--- config.mk ---
export PLATFORM = sky130hd
export DESIGN_NAME = duo_irq_port_cfg
export DESIGN_NICKNAME = d
export VERILOG_FILES = /design/src/rtl/duo_irq_port_cfg.sv
export SDC_FILE = /design/constraint.sdc
export NUM_CORES = 1
export LEC_CHECK = 0
export ABC_AREA = 1
export BUFFER_PORTS_ARGS = -buffer_cell sky130_fd_sc_hd__buf_2
export CAP_MARGIN = 20
export CORE_MARGIN = 10
export CORE_UTILIZATION = 46
export CTS_CLUSTER_DIAMETER = 60
export CTS_CLUSTER_SIZE = 20
export DETAILED_ROUTE_END_ITERATION = 10
export GPL_ROUTABILITY_DRIVEN = 0
export PLACE_DENSITY = 0.76
export SYNTH_ARGS = -nofsm -noshare
export SYNTH_HDL_FRONTEND = slang
export SYNTH_SLANG_ARGS = --single-unit
--- constraint.sdc ---
create_clock -name clk -period 1 [get_ports clk]
set_input_delay 0 -clock clk [delete_from_list [all_inputs] [get_ports clk]]
set_output_delay 0 -clock clk [all_outputs]
set_load 0.01 [all_outputs]
--- src/rtl/duo_irq_port_cfg.sv ---
module duo_irq_port_cfg (
  input  logic       clk,
  input  logic       rst_n,
  input  logic [4:0] bus_addr,
  input  logic       bus_wr,
  input  logic       bus_rd,
  input  logic [7:0] bus_wdata,
  output logic [7:0] bus_rdata,
  input  logic       txrdy_a,
  input  logic       rxrdy_a,
  input  logic       ffull_a,
  input  logic       rxsel_a,
  input  logic       brk_a,
  input  logic       brk_clr_a,
  input  logic       txrdy_b,
  input  logic       rxrdy_b,
  input  logic       ffull_b,
  input  logic       rxsel_b,
  input  logic       brk_b,
  input  logic       brk_clr_b,
  input  logic       ctr_rdy,
  input  logic       ctr_out,
  input  logic [3:0] ip,
  input  logic       rts_a,
  input  logic       txc1_a,
  input  logic       txc16_a,
  input  logic       rxc1_a,
  input  logic       rxc16_a,
  input  logic       rts_b,
  input  logic       txc1_b,
  input  logic       txc16_b,
  input  logic       rxc1_b,
  input  logic       rxc16_b,
  output logic       irq,
  output logic       baud_set,
  output logic [2:0] ct_clk_sel,
  output logic       mpo_a,
  output logic       mpo_b,
  output logic       mpo_oe
);
  localparam logic [3:0] OFF_AUX = 4'd4;
  localparam logic [3:0] OFF_INT = 4'd5;
  localparam logic [3:0] OFF_OPC = 4'd13;

  logic [7:0] mask_q, aux_q, opc_q;
  logic       brk_a_q, brk_b_q, dbrk_a, dbrk_b;
  logic [3:0] ip_q, ipflag_q;
  logic       ipint_q;

  wire [3:0] off    = bus_addr[4:1];
  wire       odd    = bus_addr[0];
  wire       wr_aux = bus_wr && odd && off == OFF_AUX;
  wire       wr_int = bus_wr && odd && off == OFF_INT;
  wire       wr_opc = bus_wr && odd && off == OFF_OPC;
  wire       rd_ipc = bus_rd && odd && off == OFF_AUX;

  wire       rxst_a = rxsel_a ? ffull_a : rxrdy_a;
  wire       rxst_b = rxsel_b ? ffull_b : rxrdy_b;
  wire [3:0] ipchg  = ip ^ ip_q;

  wire [7:0] status = {ipint_q, dbrk_b, rxst_b, txrdy_b,
                       ctr_rdy, dbrk_a, rxst_a, txrdy_a};

  assign irq        = |(status & mask_q);
  assign baud_set   = aux_q[7];
  assign ct_clk_sel = aux_q[6:4];
  assign mpo_oe     = opc_q[7];

  wire [7:0] src_a = {rxst_a, txrdy_a, rxc16_a, rxc1_a, txc16_a, txc1_a, ctr_out, rts_a};
  wire [7:0] src_b = {rxst_b, txrdy_b, rxc16_b, rxc1_b, txc16_b, txc1_b, ctr_out, rts_b};
  assign mpo_a = src_a[opc_q[2:0]];
  assign mpo_b = src_b[opc_q[6:4]];

  always_comb begin
    bus_rdata = 8'h00;
    if (odd) begin
      case (off)
        OFF_AUX: bus_rdata = {ipflag_q, ip};
        OFF_INT: bus_rdata = status;
        OFF_OPC: bus_rdata = {4'h0, ip};
        default: bus_rdata = 8'h00;
      endcase
    end
  end

  always_ff @(posedge clk or negedge rst_n) begin
    if (!rst_n) begin
      mask_q <= '0;
      aux_q  <= '0;
      opc_q  <= '0;
    end else begin
      if (wr_int) mask_q <= bus_wdata;
      if (wr_aux) aux_q  <= bus_wdata;
      if (wr_opc) opc_q  <= bus_wdata;
    end
  end

  always_ff @(posedge clk or negedge rst_n) begin
    if (!rst_n) begin
      brk_a_q <= 1'b0;
      brk_b_q <= 1'b0;
      dbrk_a  <= 1'b0;
      dbrk_b  <= 1'b0;
    end else begin
      brk_a_q <= brk_a;
      brk_b_q <= brk_b;
      dbrk_a  <= (dbrk_a && !brk_clr_a) || (brk_a != brk_a_q);
      dbrk_b  <= (dbrk_b && !brk_clr_b) || (brk_b != brk_b_q);
    end
  end

  always_ff @(posedge clk or negedge rst_n) begin
    if (!rst_n) begin
      ip_q     <= '0;
      ipflag_q <= '0;
      ipint_q  <= 1'b0;
    end else begin
      ip_q     <= ip;
      ipflag_q <= (rd_ipc ? 4'h0 : ipflag_q) | ipchg;
      ipint_q  <= (ipint_q && !rd_ipc) || |(ipchg & aux_q[3:0]);
    end
  end

  logic past_ok;
  always_ff @(posedge clk or negedge rst_n)
    if (!rst_n) past_ok <= 1'b0;
    else        past_ok <= 1'b1;

  AST_IRQ_NEEDS_MASK: assert property (@(posedge clk) disable iff (!rst_n)
    (mask_q == 8'h00) |-> !irq);
  AST_BRK_EDGE_A: assert property (@(posedge clk) disable iff (!rst_n)
    (past_ok && brk_a != $past(brk_a)) |=> dbrk_a);
  AST_BRK_HOLD_B: assert property (@(posedge clk) disable iff (!rst_n)
    (dbrk_b && !brk_clr_b) |=> dbrk_b);
  AST_IPC_READ_CLEARS: assert property (@(posedge clk) disable iff (!rst_n)
    (rd_ipc && ip == ip_q) |=> (!ipint_q && ipflag_q == 4'h0));
  AST_OPC_DIR: assert property (@(posedge clk) disable iff (!rst_n)
    wr_opc |=> (mpo_oe == $past(bus_wdata[7])));
  AST_SPACER_ZERO: assert property (@(posedge clk) disable iff (!rst_n)
    !bus_addr[0] |-> (bus_rdata == 8'h00));
endmodule

Word-level counts from Yosys, hierarchy flattened
Index checks and enable logic that the tools add are counted.
Widths: inputs -> output; s select.
{ "op_classes": {"n_mux": 9, "n_lt_le_gt_ge": 2, "n_bitwise": 4, "n_eq_ne": 5, "n_reduce_logical": 17} }
{ "op_table": {"columns": ["cell", "n"], "rows": [
  ["$pmux 8 s3", 1],
  ["$logic_and 1x1->1", 9],
  ["$and 8x8->8", 1],
  ["$eq 4x3->1 const B", 2],
  ["$lt 3x4->1 const B", 2],
  ["$mux 8", 1],
  ["$reduce_or 8->1", 1],
  ["$bmux 1 s3", 2],
  ["$and 4x4->4", 1],
  ["$eq 4x4->1 const B", 1],
  ["$mux 1", 4],
  ["$mux 4", 1],
  ["$or 4x4->4", 1],
  ["$reduce_or 4->1", 1],
  ["$xor 4x4->4", 1],
  ["$logic_not 1->1", 3],
  ["$logic_or 1x1->1", 3],
  ["$ne 1x1->1", 2]
]} }
{ "totals": {"regBits": 37, "wordCells": 47, "output_inout_bits": 16, "in_bits": 45} }

Logic depth before layout (Yosys ltp)
{ "logic_depth": {"depth_word": 5, "depth_mapped": 7, "depth_no_buf": 7} }

Least setup slack after synthesis
OpenSTA, ideal clock, no wires.
{ "synth_timing": {"kind": "reg-to-reg", "from": "reg ip_q[2]", "to": "reg ipint_q", "t_arrival_ns": 0.866, "required_ns": 0.881, "stages_incl_launch_ff": 6, "setup_slack_ns": 0.016, "synth_period_minus_slack_ns": 0.984, "setup_ns": 0.119, "cell_sequence": "dfrtp_1 > or2_2 > nand3_1 > nand2_1 > nor2_1 > nand2_1"} }
{ "synth_via": {"elab_chain_len": 4} }
{ "synth_lines": {"columns": ["element", "line", "rtl"], "rows": [
  ["start: declaration", "47", "logic [3:0] ip_q, ipflag_q;"],
  ["start signal: assignment", "118", "ip_q <= ip;"],
  ["$xor 4x4->4", "59", "wire [3:0] ipchg = ip ^ ip_q;"],
  ["$and 4x4->4", "120", "ipint_q <= (ipint_q && !rd_ipc) || |(ipchg & aux_q[3:0]);"],
  ["$reduce_or 4->1", "120", null],
  ["$logic_or 1x1->1", "120", null],
  ["end signal: assignment", "120", null],
  ["end: declaration", "48", "logic ipint_q;"]
]} }
Every way passes these cells.
A chain may end at the register's enable or synchronous reset.

Final worst setup path
{ "layout_timing": {"from": "reg opc_q[0]", "to": "out mpo_a"} }
{ "layout_via": {"elab_chain_len": 2} }
{ "layout_lines": {"columns": ["element", "line", "rtl"], "rows": [
  ["start: declaration", "45", "logic [7:0] mask_q, aux_q, opc_q;"],
  ["start signal: assignment", "94", "if (wr_opc) opc_q <= bus_wdata;"],
  ["$bmux 1 s3", "71", "assign mpo_a = src_a[opc_q[2:0]];"],
  ["$mux 1 (not written as such)", "71", null],
  ["end: declaration", "37", "output logic mpo_a,"]
]} }
Every way passes these cells. The select of a mux whose other input is x is not followed.

==> out/metrics.cfg <==
[status]
outcome=complete, but fails checks
failed_checks=setup timing

[drt]
dr.pass1.iters=4
antenna_left=0
drt_wl_total_um=5698
drc_errors=0
wire_per_inst_um=13.70
drtIter0Drc=129
num_vias=2066
viasPerCell=4.966

[yosys]
synth.avg_cell_area_um2=7.353
synth_seq_cells=36
yosysTopAreaCell=dfrtp_1
syn_area_um2=1963
ys_types=21
synth_warnings=0
synthCells=267
synthMostInstantiatedCell=nand2_1
synth_area_leaders=dfrtp_1, nand2_1, nand3_1
synth-async-reset-ratio_pct=100.0
synthFlopType=dfrtp_1
synth.net_count=312
synth_top_area_share_pct=45.89
synth_edf_count=0
synth_common_cells=nand2_1, dfrtp_1, nand3_1
synth-seq-area-share_pct=45.89

[clock_tree]
h-tree-depth=2
cts_buffer_depth=2
numClockSinks=36
clk-insertion-delay-late_ns=0.29
clkTransAtPathRegs_ns=0.07
cts_tree=done
cts_made_buffers=5
clock-root-buffer=clkbuf_8

[sta]
rsz0062_at_grt=yes
final.setup.worst_slack_ns=-0.2605
setup_viol=9
fin_skew_ns=0.004937
max_clock_freq_ghz=0.7933
maxSlewViolCount=0
finalCritPeriodShare_pct=126.1
slew_headroom_pct=82.18
tns_ns=-0.9831
final_hold_viol_count=0
worst_pin_slew_ns=0.2666
fin_crit_ns=1.261

[hold_path]
hp-class=in2reg
hold_end=dbrk_b
min-delay-start=brk_clr_b
holdPathStages=3

[layout]
final_core_util_pct=67.99
drive_above_1_share_pct=31.42
nFillCells=340
multi_input_area_um2=940.9
area_growth_pct=40.54
n_antenna_cell=0
fin_nets=410
ff_latch_area_um2=903.4

[die]
die_w_um=85.33
initial_core_util_pct=48.38
rows=23
die_h_um=85.33
core_um2=4058
die-area_um2=7280
num_io_pins=61

[setup_path]
crit_chain=buf_4 > nand2_1 > nand3_1 > nand3b_1 > nand2_1 > buf_2
crit_type=reg2out
path_buf_inv=2
worstRegToRegCells=5
crit_top_cell=nand2_1
cp_top_family=flip-flops
startpoint_type=flop
cp_data_required_time_ns=1.00
cpMaxStageDelayCell=dfrtp_2
arrival_ns=1.26
rrSetupSlack_ns=-0.05
crit_path_end_kind=output pin
slowest_delay_ns=0.44
reg2reg_from=dbrk_a
cp_max_fo=5
r2r-end=dbrk_a

[global_route]
grtUsageTotal_pct=15.55
grt_pass1_vias=2017
grt.overflow.total=0
grt_pass1_wl_um=9473
grt_max_degree=37
antenna_found_initial=0

[power_and_ir_drop]
peakVddDrop_uv=1295
power_w=0.004106
p_leak_nw=1.566
powerDensity_nw_per_um2=1488

[run]
max_cap_violations=0

[placement]
portBuffers=60
dp.final_hpwl_um=4203
pre_cts_slack_ns=-0.03108

## power breakdown
part | switching [W] | total [W] | internal (W) | leakage [nW]
combinational | 0.000557 | 0.00105 | 0.000489 | 1.08
clock | 0.000518 | 0.00126 | 0.000740 | 0.0552
sequential | 0.000141 | 0.00180 | 0.00166 | 0.428
total | 0.00122 | 0.00411 | 0.00289 | 1.57
## worst max path at each step
stage	startpoint	endpoint	slack [ns]	cells after the start
5_1_grt	opc_q[0]	mpo_a	-0.35	8
4_1_cts	opc_q[4]	mpo_b	-0.28	8
3_5_place_dp	ip_q[2]	ipint_q	-0.03	5
2_1_floorplan	ip_q[2]	ipint_q	0.02	5
6_report	opc_q[0]	mpo_a	-0.26	6
3_3_place_gp	opc_q[0]	mpo_a	-0.02	8
## state kept, by name, indices dropped and copies added (netlist names)
register	flops
dbrk_b	1
ipint_q	1
brk_a_q	1
ip_q	4
dbrk_a	1
mask_q	8
aux_q	8
opc_q	7
ipflag_q	4
brk_b_q	1
## cell usage in the layout, fill, tap and decap left out
cell type,n
a21oi_2,4
buf_12,1
buf_2,59
buf_4,20
buf_6,1
bufinv_16,1
clkbuf_1,1
clkbuf_8,5
clkinv_2,1
dfrtp_1,34
dfrtp_2,2
dlygate4sd3_1,15
inv_1,23
inv_2,5
inv_4,2
nand2_1,113
nand2_2,1
nand2_4,2
nand3_1,31
nand3_2,4
nand3_4,1
nand3b_1,2
nand4_1,1
nor2_1,12
nor2_4,4
nor2_8,1
o21ai_0,2
o21ai_1,15
o21bai_1,2
or2_4,1
## cell families after synthesis
family | synth area share (%)
AOI/OAI and AO/OA | 6.118
and+or+nand+nor | 39.90
DFF | 45.89
buffers and inverters | 8.094
## through the flow
step | std cells | cell area [µm²] | hold WS, ns
final | 416 | 2759 | 0.02551
after global placement | 381 | 2365 | -0.02462
after detailed placement | 381 | 2365 | -0.01936
after CTS | 407 | 2670 | 0.01836
after global routing | 416 | 2759 | 0.04517
after floorplan | 267 | 1963 | -0.2956
## what timing repair did
item,in CTS,in global routing
buffers inserted,3,9
gates resized for setup,9,5
hold endpoints to repair,65,0
hold buffers,15,0
pin swaps,5,7
endpoints found under the setup margin,9,10
## routing by layer
layer / up-vias / global-route usage [%] / routed length (µm)
met5: - / 0 / 0
met4: 0 / 4.491 / 97
met3: 13 / 4.685 / 412
met2: 70 / 26.43 / 2862
met1: 947 / 18.35 / 2325
li1: 1036 / - / -
## area by class of cell
cell class | instances | share of cell area [%]
Clock inverter | 2 | 1.270
Inverter | 30 | 4.263
Timing Repair Buffer | 96 | 22.72
Multi-Input combinational cell | 196 | 34.10
Tap cell | 50 | 2.268
Clock buffer | 6 | 2.630
Sequential cell | 36 | 32.74
## worst register-to-register path, stage by stage, from the launching register on
cell and delay (ns):
dfrtp_1 0.41, buf_4 0.15, buf_4 0.12, inv_1 0.04, o21ai_0 0.05, o21bai_1 0.16
(Power assumes the default switching activity.)
